<file path="src/rtl/acc_cpu_pkg.sv">
package acc_cpu_pkg;

   // Instruction operation codes (field value in the top OPC_W bits)
   localparam logic [3:0] OP_HALT  = 4'd0;
   localparam logic [3:0] OP_LOAD  = 4'd1;
   localparam logic [3:0] OP_STORE = 4'd2;
   localparam logic [3:0] OP_ADD   = 4'd3;
   localparam logic [3:0] OP_SUB   = 4'd4;
   localparam logic [3:0] OP_AND   = 4'd5;
   localparam logic [3:0] OP_OR    = 4'd6;
   localparam logic [3:0] OP_NOT   = 4'd7;
   localparam logic [3:0] OP_JUMP  = 4'd8;

   typedef enum logic [3:0] {
      S_FE_ADDR  = 4'd0,   // program counter -> address register
      S_FE_WAIT  = 4'd1,   // memory latency
      S_FE_DATA  = 4'd2,   // read word -> data register
      S_FE_INSN  = 4'd3,   // data register -> instruction, step PC
      S_DECODE   = 4'd4,
      S_EX_ADDR  = 4'd5,   // operand address -> address register
      S_EX_WAIT  = 4'd6,
      S_EX_DATA  = 4'd7,
      S_EX_ALU   = 4'd8,   // ALU result -> accumulator
      S_ST_DATA  = 4'd9,   // accumulator -> data register
      S_ST_WRITE = 4'd10,  // write strobe
      S_STOP     = 4'd11
   } cpu_state_e;

   typedef enum logic [2:0] {
      ALU_PASS = 3'd0,
      ALU_ADD  = 3'd1,
      ALU_SUB  = 3'd2,
      ALU_AND  = 3'd3,
      ALU_OR   = 3'd4,
      ALU_INV  = 3'd5
   } alu_func_e;

endpackage

</file>
<file path="src/rtl/acc_cpu_alu.sv">
module acc_cpu_alu
   import acc_cpu_pkg::*;
#(
   parameter int W            = 16,
   parameter bit SHARED_ADDER = 1'b1
) (
   input  logic [W-1:0] opa,
   input  logic [W-1:0] opb,
   input  alu_func_e    func,
   output logic [W-1:0] res
);

   initial begin
      if (W < 2) $error("acc_cpu_alu: W must be at least 2");
   end

   logic [W-1:0] arith;

   generate
      if (SHARED_ADDER) begin : g_shared
         // one adder: subtract = a + ~b + 1
         logic          neg;
         logic [W-1:0]  b_in;
         assign neg   = (func == ALU_SUB);
         assign b_in  = neg ? ~opb : opb;
         assign arith = opa + b_in + {{(W-1){1'b0}}, neg};
      end else begin : g_split
         logic [W-1:0] sum;
         logic [W-1:0] dif;
         assign sum   = opa + opb;
         assign dif   = opa - opb;
         assign arith = (func == ALU_SUB) ? dif : sum;
      end
   endgenerate

   always_comb begin
      unique case (func)
         ALU_ADD, ALU_SUB: res = arith;
         ALU_AND:          res = opa & opb;
         ALU_OR:           res = opa | opb;
         ALU_INV:          res = ~opa;
         default:          res = opb;
      endcase
   end

endmodule

</file>
<file path="src/rtl/acc_cpu_ctrl.sv">
module acc_cpu_ctrl
   import acc_cpu_pkg::*;
#(
   parameter int OPC_W = 4
) (
   input  logic             clk,
   input  logic             rst,
   input  logic [OPC_W-1:0] opcode,
   output cpu_state_e       state,
   output logic             mar_from_pc,
   output logic             mar_from_ir,
   output logic             mbr_from_mem,
   output logic             mbr_from_acc,
   output logic             ir_load,
   output logic             pc_step,
   output logic             pc_jump,
   output logic             acc_load,
   output alu_func_e        alu_func,
   output logic             mem_we,
   output logic             halted
);

   initial begin
      if (OPC_W < 4) $error("acc_cpu_ctrl: OPC_W must be at least 4");
   end

   logic       op_hi_zero;
   logic [3:0] op;
   cpu_state_e state_nx;

   generate
      if (OPC_W > 4) begin : g_wide
         assign op_hi_zero = (opcode[OPC_W-1:4] == '0);
      end else begin : g_narrow
         assign op_hi_zero = 1'b1;
      end
   endgenerate
   assign op = opcode[3:0];

   logic is_halt, is_store, is_inv, is_jump, reads_mem;
   assign is_halt   = op_hi_zero && (op == OP_HALT);
   assign is_store  = op_hi_zero && (op == OP_STORE);
   assign is_inv    = op_hi_zero && (op == OP_NOT);
   assign is_jump   = op_hi_zero && (op == OP_JUMP);
   assign reads_mem = op_hi_zero && (op == OP_LOAD || op == OP_ADD || op == OP_SUB ||
                                     op == OP_AND  || op == OP_OR);

   always_comb begin
      state_nx = state;
      unique case (state)
         S_FE_ADDR:  state_nx = S_FE_WAIT;
         S_FE_WAIT:  state_nx = S_FE_DATA;
         S_FE_DATA:  state_nx = S_FE_INSN;
         S_FE_INSN:  state_nx = S_DECODE;
         S_DECODE: begin
            if (is_halt)                    state_nx = S_STOP;
            else if (reads_mem || is_store) state_nx = S_EX_ADDR;
            else if (is_inv)                state_nx = S_EX_ALU;
            else                            state_nx = S_FE_ADDR;
         end
         S_EX_ADDR:  state_nx = is_store ? S_ST_DATA : S_EX_WAIT;
         S_EX_WAIT:  state_nx = S_EX_DATA;
         S_EX_DATA:  state_nx = S_EX_ALU;
         S_EX_ALU:   state_nx = S_FE_ADDR;
         S_ST_DATA:  state_nx = S_ST_WRITE;
         S_ST_WRITE: state_nx = S_FE_ADDR;
         S_STOP:     state_nx = S_STOP;
         default:    state_nx = S_FE_ADDR;
      endcase
   end

   always_ff @(posedge clk) begin
      if (rst) state <= S_FE_ADDR;
      else     state <= state_nx;
   end

   assign mar_from_pc  = (state == S_FE_ADDR);
   assign mar_from_ir  = (state == S_EX_ADDR);
   assign mbr_from_mem = (state == S_FE_DATA) || (state == S_EX_DATA);
   assign mbr_from_acc = (state == S_ST_DATA);
   assign ir_load      = (state == S_FE_INSN);
   assign pc_step      = (state == S_FE_INSN);
   assign pc_jump      = (state == S_DECODE) && is_jump;
   assign acc_load     = (state == S_EX_ALU);
   assign mem_we       = (state == S_ST_WRITE);
   assign halted       = (state == S_STOP);

   always_comb begin
      unique case (op)
         OP_ADD:  alu_func = ALU_ADD;
         OP_SUB:  alu_func = ALU_SUB;
         OP_AND:  alu_func = ALU_AND;
         OP_OR:   alu_func = ALU_OR;
         OP_NOT:  alu_func = ALU_INV;
         default: alu_func = ALU_PASS;
      endcase
   end

   AST_WE_SINGLE: assert property (@(posedge clk) disable iff (rst) mem_we |=> !mem_we);
   AST_HALT_STICKY: assert property (@(posedge clk) disable iff (rst) halted |=> halted);
   AST_HALT_NO_WRITE: assert property (@(posedge clk) disable iff (rst) halted |-> !mem_we);
   AST_INV_NO_ACCESS: assert property (@(posedge clk) disable iff (rst)
      (state == S_DECODE && is_inv) |=> (state == S_EX_ALU && !mbr_from_mem));

endmodule

</file>
<file path="src/rtl/acc_cpu_core.sv">
module acc_cpu_core
   import acc_cpu_pkg::*;
#(
   parameter int DATA_W       = 16,
   parameter int OPC_W        = 4,
   parameter int ADDR_W       = 12,
   parameter bit SHARED_ADDER = 1'b1
) (
   input  logic              clk,
   input  logic              rst,
   output logic [ADDR_W-1:0] mem_addr,
   output logic [DATA_W-1:0] mem_wdata,
   input  logic [DATA_W-1:0] mem_rdata,
   output logic              mem_we,
   output logic              halted
);

   localparam int OPC_LSB = DATA_W - OPC_W;

   initial begin
      if (DATA_W != OPC_W + ADDR_W)
         $error("acc_cpu_core: DATA_W must equal OPC_W + ADDR_W");
      if (ADDR_W < 1) $error("acc_cpu_core: ADDR_W must be positive");
   end

   logic [ADDR_W-1:0] pc, mar;
   logic [DATA_W-1:0] mbr, ir, acc, alu_res;
   logic [OPC_W-1:0]  ir_opc;
   logic [ADDR_W-1:0] ir_adr;

   cpu_state_e state;
   alu_func_e  alu_func;
   logic mar_from_pc, mar_from_ir, mbr_from_mem, mbr_from_acc;
   logic ir_load, pc_step, pc_jump, acc_load;

   assign ir_opc = ir[DATA_W-1:OPC_LSB];
   assign ir_adr = ir[ADDR_W-1:0];

   acc_cpu_ctrl #(.OPC_W(OPC_W)) u_ctrl (
      .clk          (clk),
      .rst          (rst),
      .opcode       (ir_opc),
      .state        (state),
      .mar_from_pc  (mar_from_pc),
      .mar_from_ir  (mar_from_ir),
      .mbr_from_mem (mbr_from_mem),
      .mbr_from_acc (mbr_from_acc),
      .ir_load      (ir_load),
      .pc_step      (pc_step),
      .pc_jump      (pc_jump),
      .acc_load     (acc_load),
      .alu_func     (alu_func),
      .mem_we       (mem_we),
      .halted       (halted)
   );

   acc_cpu_alu #(.W(DATA_W), .SHARED_ADDER(SHARED_ADDER)) u_alu (
      .opa  (acc),
      .opb  (mbr),
      .func (alu_func),
      .res  (alu_res)
   );

   always_ff @(posedge clk) begin
      if (rst) begin
         pc  <= '0;
         mar <= '0;
         mbr <= '0;
         ir  <= '0;
         acc <= '0;
      end else begin
         if (mar_from_pc)       mar <= pc;
         else if (mar_from_ir)  mar <= ir_adr;
         if (mbr_from_mem)      mbr <= mem_rdata;
         else if (mbr_from_acc) mbr <= acc;
         if (ir_load)           ir  <= mbr;
         if (pc_jump)           pc  <= ir_adr;
         else if (pc_step)      pc  <= pc + 1'b1;
         if (acc_load)          acc <= alu_res;
      end
   end

   assign mem_addr  = mar;
   assign mem_wdata = mbr;

   AST_PC_ADVANCE: assert property (@(posedge clk) disable iff (rst)
      (state == S_FE_INSN) |=> (pc == $past(pc) + 1'b1));
   AST_FETCH_ADDR: assert property (@(posedge clk) disable iff (rst)
      (state == S_FE_WAIT) |-> (mem_addr == pc));
   AST_STORE_WORD: assert property (@(posedge clk) disable iff (rst)
      mem_we |-> (mem_wdata == acc));
   AST_HALT_ADDR_HOLD: assert property (@(posedge clk) disable iff (rst)
      (halted && $past(halted)) |-> $stable(mem_addr));

endmodule

</file>
<file path="config.mk">
export PLATFORM = sky130hd
export DESIGN_NAME = acc_cpu_core
export DESIGN_NICKNAME = d
export VERILOG_FILES = /design/src/rtl/acc_cpu_pkg.sv /design/src/rtl/acc_cpu_alu.sv /design/src/rtl/acc_cpu_ctrl.sv /design/src/rtl/acc_cpu_core.sv
export SDC_FILE = /design/constraint.sdc
export NUM_CORES = 1
export LEC_CHECK = 0
export ABC_AREA = 1
export CAP_MARGIN = 20
export CORE_MARGIN = 2
export CORE_UTILIZATION = 45
export CTS_BUF_LIST = sky130_fd_sc_hd__clkbuf_4 sky130_fd_sc_hd__clkbuf_8 sky130_fd_sc_hd__clkbuf_16
export DETAILED_ROUTE_END_ITERATION = 10
export PLACE_DENSITY = 0.65
export REMOVE_ABC_BUFFERS = 1
export SYNTH_ARGS = -nofsm -noshare
export SYNTH_HDL_FRONTEND = slang
export SYNTH_SLANG_ARGS = --single-unit
</file>
<file path="constraint.sdc">
create_clock -name clk -period 3.15 [get_ports clk]
set_input_delay 0.945 -clock clk [delete_from_list [all_inputs] [get_ports clk]]
set_output_delay 0.945 -clock clk [all_outputs]
set_load 0.05 [all_outputs]
</file>
==> flow_summary.ini <==
[grt]
antenna_found_initial = 0
grt_pass1_wl_um = 23640
grt_pass1_vias = 4692
grt_max_degree = 42
grt_usage_pct = 26.16
grt_overflow = 0

[sta]
max_freq_mhz = 348.1
finalSetupTns_ns = 0
setup_viol = 0
rsz0062_at_grt = false
finClkSkew_ns = 0.01107
maxSlewHeadroom_pct = 35.32
final-hold-violation-count = 0
min_period_ns = 2.873
worstMarginPinSlew_ns = 0.9691
setup_ws_ns = 0.2774
drv_slew = 0
fin_crit_sh_pct = 91.19

[finish]
nets = 806
antennaDiodeCount = 0
area.sequential_mm2 = 0.001521
nFillCells = 1071
drive_above_1_share_pct = 7.273
syn_to_final_growth_pct = 16.35
multiInputGateArea_mm2 = 0.002875

[synth]
synth-edff-count = 0
synth_ff_type = dfxtp_1
synth_top_area_share_pct = 31.21
synth_area_leaders = dfxtp_1 (31%), nand2_1 (13%), inv_1 (6.6%), a21oi_1 (6.3%), o21ai_0 (6.0%)
avgSynthCellArea_um2 = 6.733
netlist_area_mm2 = 0.004875
netlist_instances = 724
ys_types = 49
yosysTopAreaCell = dfxtp_1
yosys_warnings = 0
ys_ff_latch = 76
ys_async_sr_fraction_pct = 0
yosysSeqAreaShare_pct = 31.21
synthTopCellsByCount = nand2_1 (174), inv_1 (86), dfxtp_1 (76), a21oi_1 (61), o21ai_0 (58)
synthMostInstantiatedCell = nand2_1

[setup_path]
r2r_end = acc[10]$_SDFFE_PP0N_
cp_slowest_cell = clkdlybuf4s50_1
cp.arrival_ns = 1.93
reg2reg_slack_ns = 0.45
r2r-start = ir[14]$_SDFFE_PP0P_
max_stage_delay_ns = 0.82
startpoint_type = flop
reg2reg_depth = 13
required_ns = 2.20
crit_type = reg2out
end_kind = primary output
crit_chain = inv_1, nor2_1, inv_1, nor2_1, clkdlybuf4s50_1
critPathBufInv = 3
critPathTopFamily = buffers and inverters
crit_path_max_fanout = 6

[floorplan]
ioPinCount = 48
fp.coreArea_mm2 = 0.01070
die_h_um = 108.1
dieArea_mm2 = 0.01168
num_rows = 38
start_util_pct = 45.57
die_w_um = 108.1

[place]
place_congestion = 0.9396
place_ws_ns = 0.3251
dp_hpwl_um = 10530
portBuffers = 47

[clocking]
worstSkewPairLatency_ns = 0.36
cts.sinks = 76
path_clk_slew_ns = 0.09
cts_hold_buf = 0
post_cts_buffers = 0
clockBufferDepth = 2
cts.htree.levels = 3
root_buffer = clkbuf_8
numCtsBuffers = 9
cts_tree = built

[detailed_routing]
vias = 5088
dr.pass1.iters = 5
wirelength_um = 14660
ant_nets = 0
remaining_drc_errors = 0
wl_per_cell_um = 16.11
viasPerCell = 5.591
drt_iter0_markers = 371

[pwr]
p_comb_share_pct = 24.2
p_leak_nw = 2.208
power_frac_clock_pct = 33.0
vdd_drop_max_v = 0.0002703
p_seq_share_pct = 42.8
switching_power_w = 0.0008483
switching_share_pct = 34.10
p_int_w = 0.001640
powerDensity_mw_per_mm2 = 438.6

[job]
maxCapViolations = 0

[min_path]
min_path_type = reg2reg
hp-start = ir[8]$_SDFFE_PP0P_
min_path_cells = 2
worstHoldEndpoint = ir[8]$_SDFFE_PP0P_

[run_status]
outcome = finished clean
[sequential cells by signal, indices dropped and copies added (netlist names)]
| name | cells |
|---|---|
| mem_addr | 12 |
| ir | 16 |
| acc | 16 |
| mem_wdata | 16 |
| u_ctrl.state | 4 |
| pc | 12 |
[tightest hold or removal path, cell delays in order (launching register included)]
cell     delay [ns]
dfxtp_1        0.31
inv_1          0.08
a21oi_1        0.06
[power by group through the flow]
stage          combinational (W)  clock (W)  sequential (W)
4_1_cts                 0.000598   0.000830         0.00107
6_report                0.000602   0.000820         0.00107
2_1_floorplan           0.000317          0         0.00115
3_5_place_dp            0.000594          0         0.00109
3_3_place_gp            0.000589          0         0.00109
5_1_grt                 0.000661   0.000868         0.00107
[metrics by stage]
stage                     util, %  hold slack (ns)  instances  total power (W)  area (um^2)
after floorplan                 -           0.4526        696         0.001464         4726
after global placement      51.08           0.4671        896         0.001675         5464
after detailed placement    51.08           0.4790        896         0.001682         5464
after CTS                   52.97           0.4911        910         0.002494         5667
after global routing        53.02           0.5141        910         0.002604         5672
final                       53.02           0.4925        910         0.002488         5672
[logic make-up after synthesis]
kind of cell	synth area share, %
fa+ha+maj	5.544
xor+xnor	4.492
flops	31.21
buf+inv	9.908
mux	0.2053
simple gates	25.51
compound gates	23.13
[final cells by class]
| type | instances | area share, % |
|---|---|---|
| well taps | 140 | 3.088 |
| repair buffers | 60 | 9.927 |
| flip-flops and latches | 76 | 26.83 |
| multi-input cells | 531 | 50.69 |
| inverters | 89 | 5.890 |
| clock buffers | 9 | 2.184 |
| clock inverters | 5 | 1.390 |
[cells in the final DEF (no fill, tap or decap), types with 3 or more instances in the layout]
cell type / n
nand2_2: 7
nand3_1: 27
inv_2: 3
o21ai_0: 58
buf_4: 13
nor3_1: 14
o21bai_1: 3
clkdlybuf4s50_1: 46
a21oi_2: 4
o211ai_1: 8
a31oi_1: 22
clkbuf_8: 9
dfxtp_1: 76
a221oi_1: 3
a21oi_1: 61
o221ai_1: 5
ha_1: 20
nand2_1: 174
a311oi_1: 4
a211oi_1: 3
inv_1: 86
nor2_1: 55
nor2_2: 3
xnor2_1: 6
o22ai_1: 5
xor2_1: 19
o2111ai_1: 4
[per-layer routing]
layer	up-vias	track usage, %	wire [um]	share of wire, %
li1	2500	-	-	-
met1	2410	36.12	6840	47
met2	158	41.06	6655	45
met3	20	4.280	913	6.2
met4	0	9.707	246	1.7
met5	-	0	0	0
[repair_timing]
item | in CTS | in global routing
hold endpoints to repair | 0 | 0
resized for setup | 0 | 1
endpoints found under the setup margin | 0 | 1
[worst max-delay path by stage]
stage	start	slack, ns	end	depth (start not counted)
after floorplan	ir[14]$_SDFFE_PP0P_	0.67	acc[13]$_SDFFE_PP0N_	16
after global placement	ir[14]$_SDFFE_PP0P_	0.38	acc[10]$_SDFFE_PP0N_	14
after detailed placement	ir[14]$_SDFFE_PP0P_	0.33	acc[13]$_SDFFE_PP0N_	16
after CTS	u_ctrl.state[3]$_SDFF_PP0_	0.26	halted	5
after global routing	u_ctrl.state[1]$_SDFF_PP0_	0.11	mem_we	5
final	u_ctrl.state[3]$_SDFF_PP0_	0.28	halted	5
No activity file was read; power rests on OpenSTA's default activity.
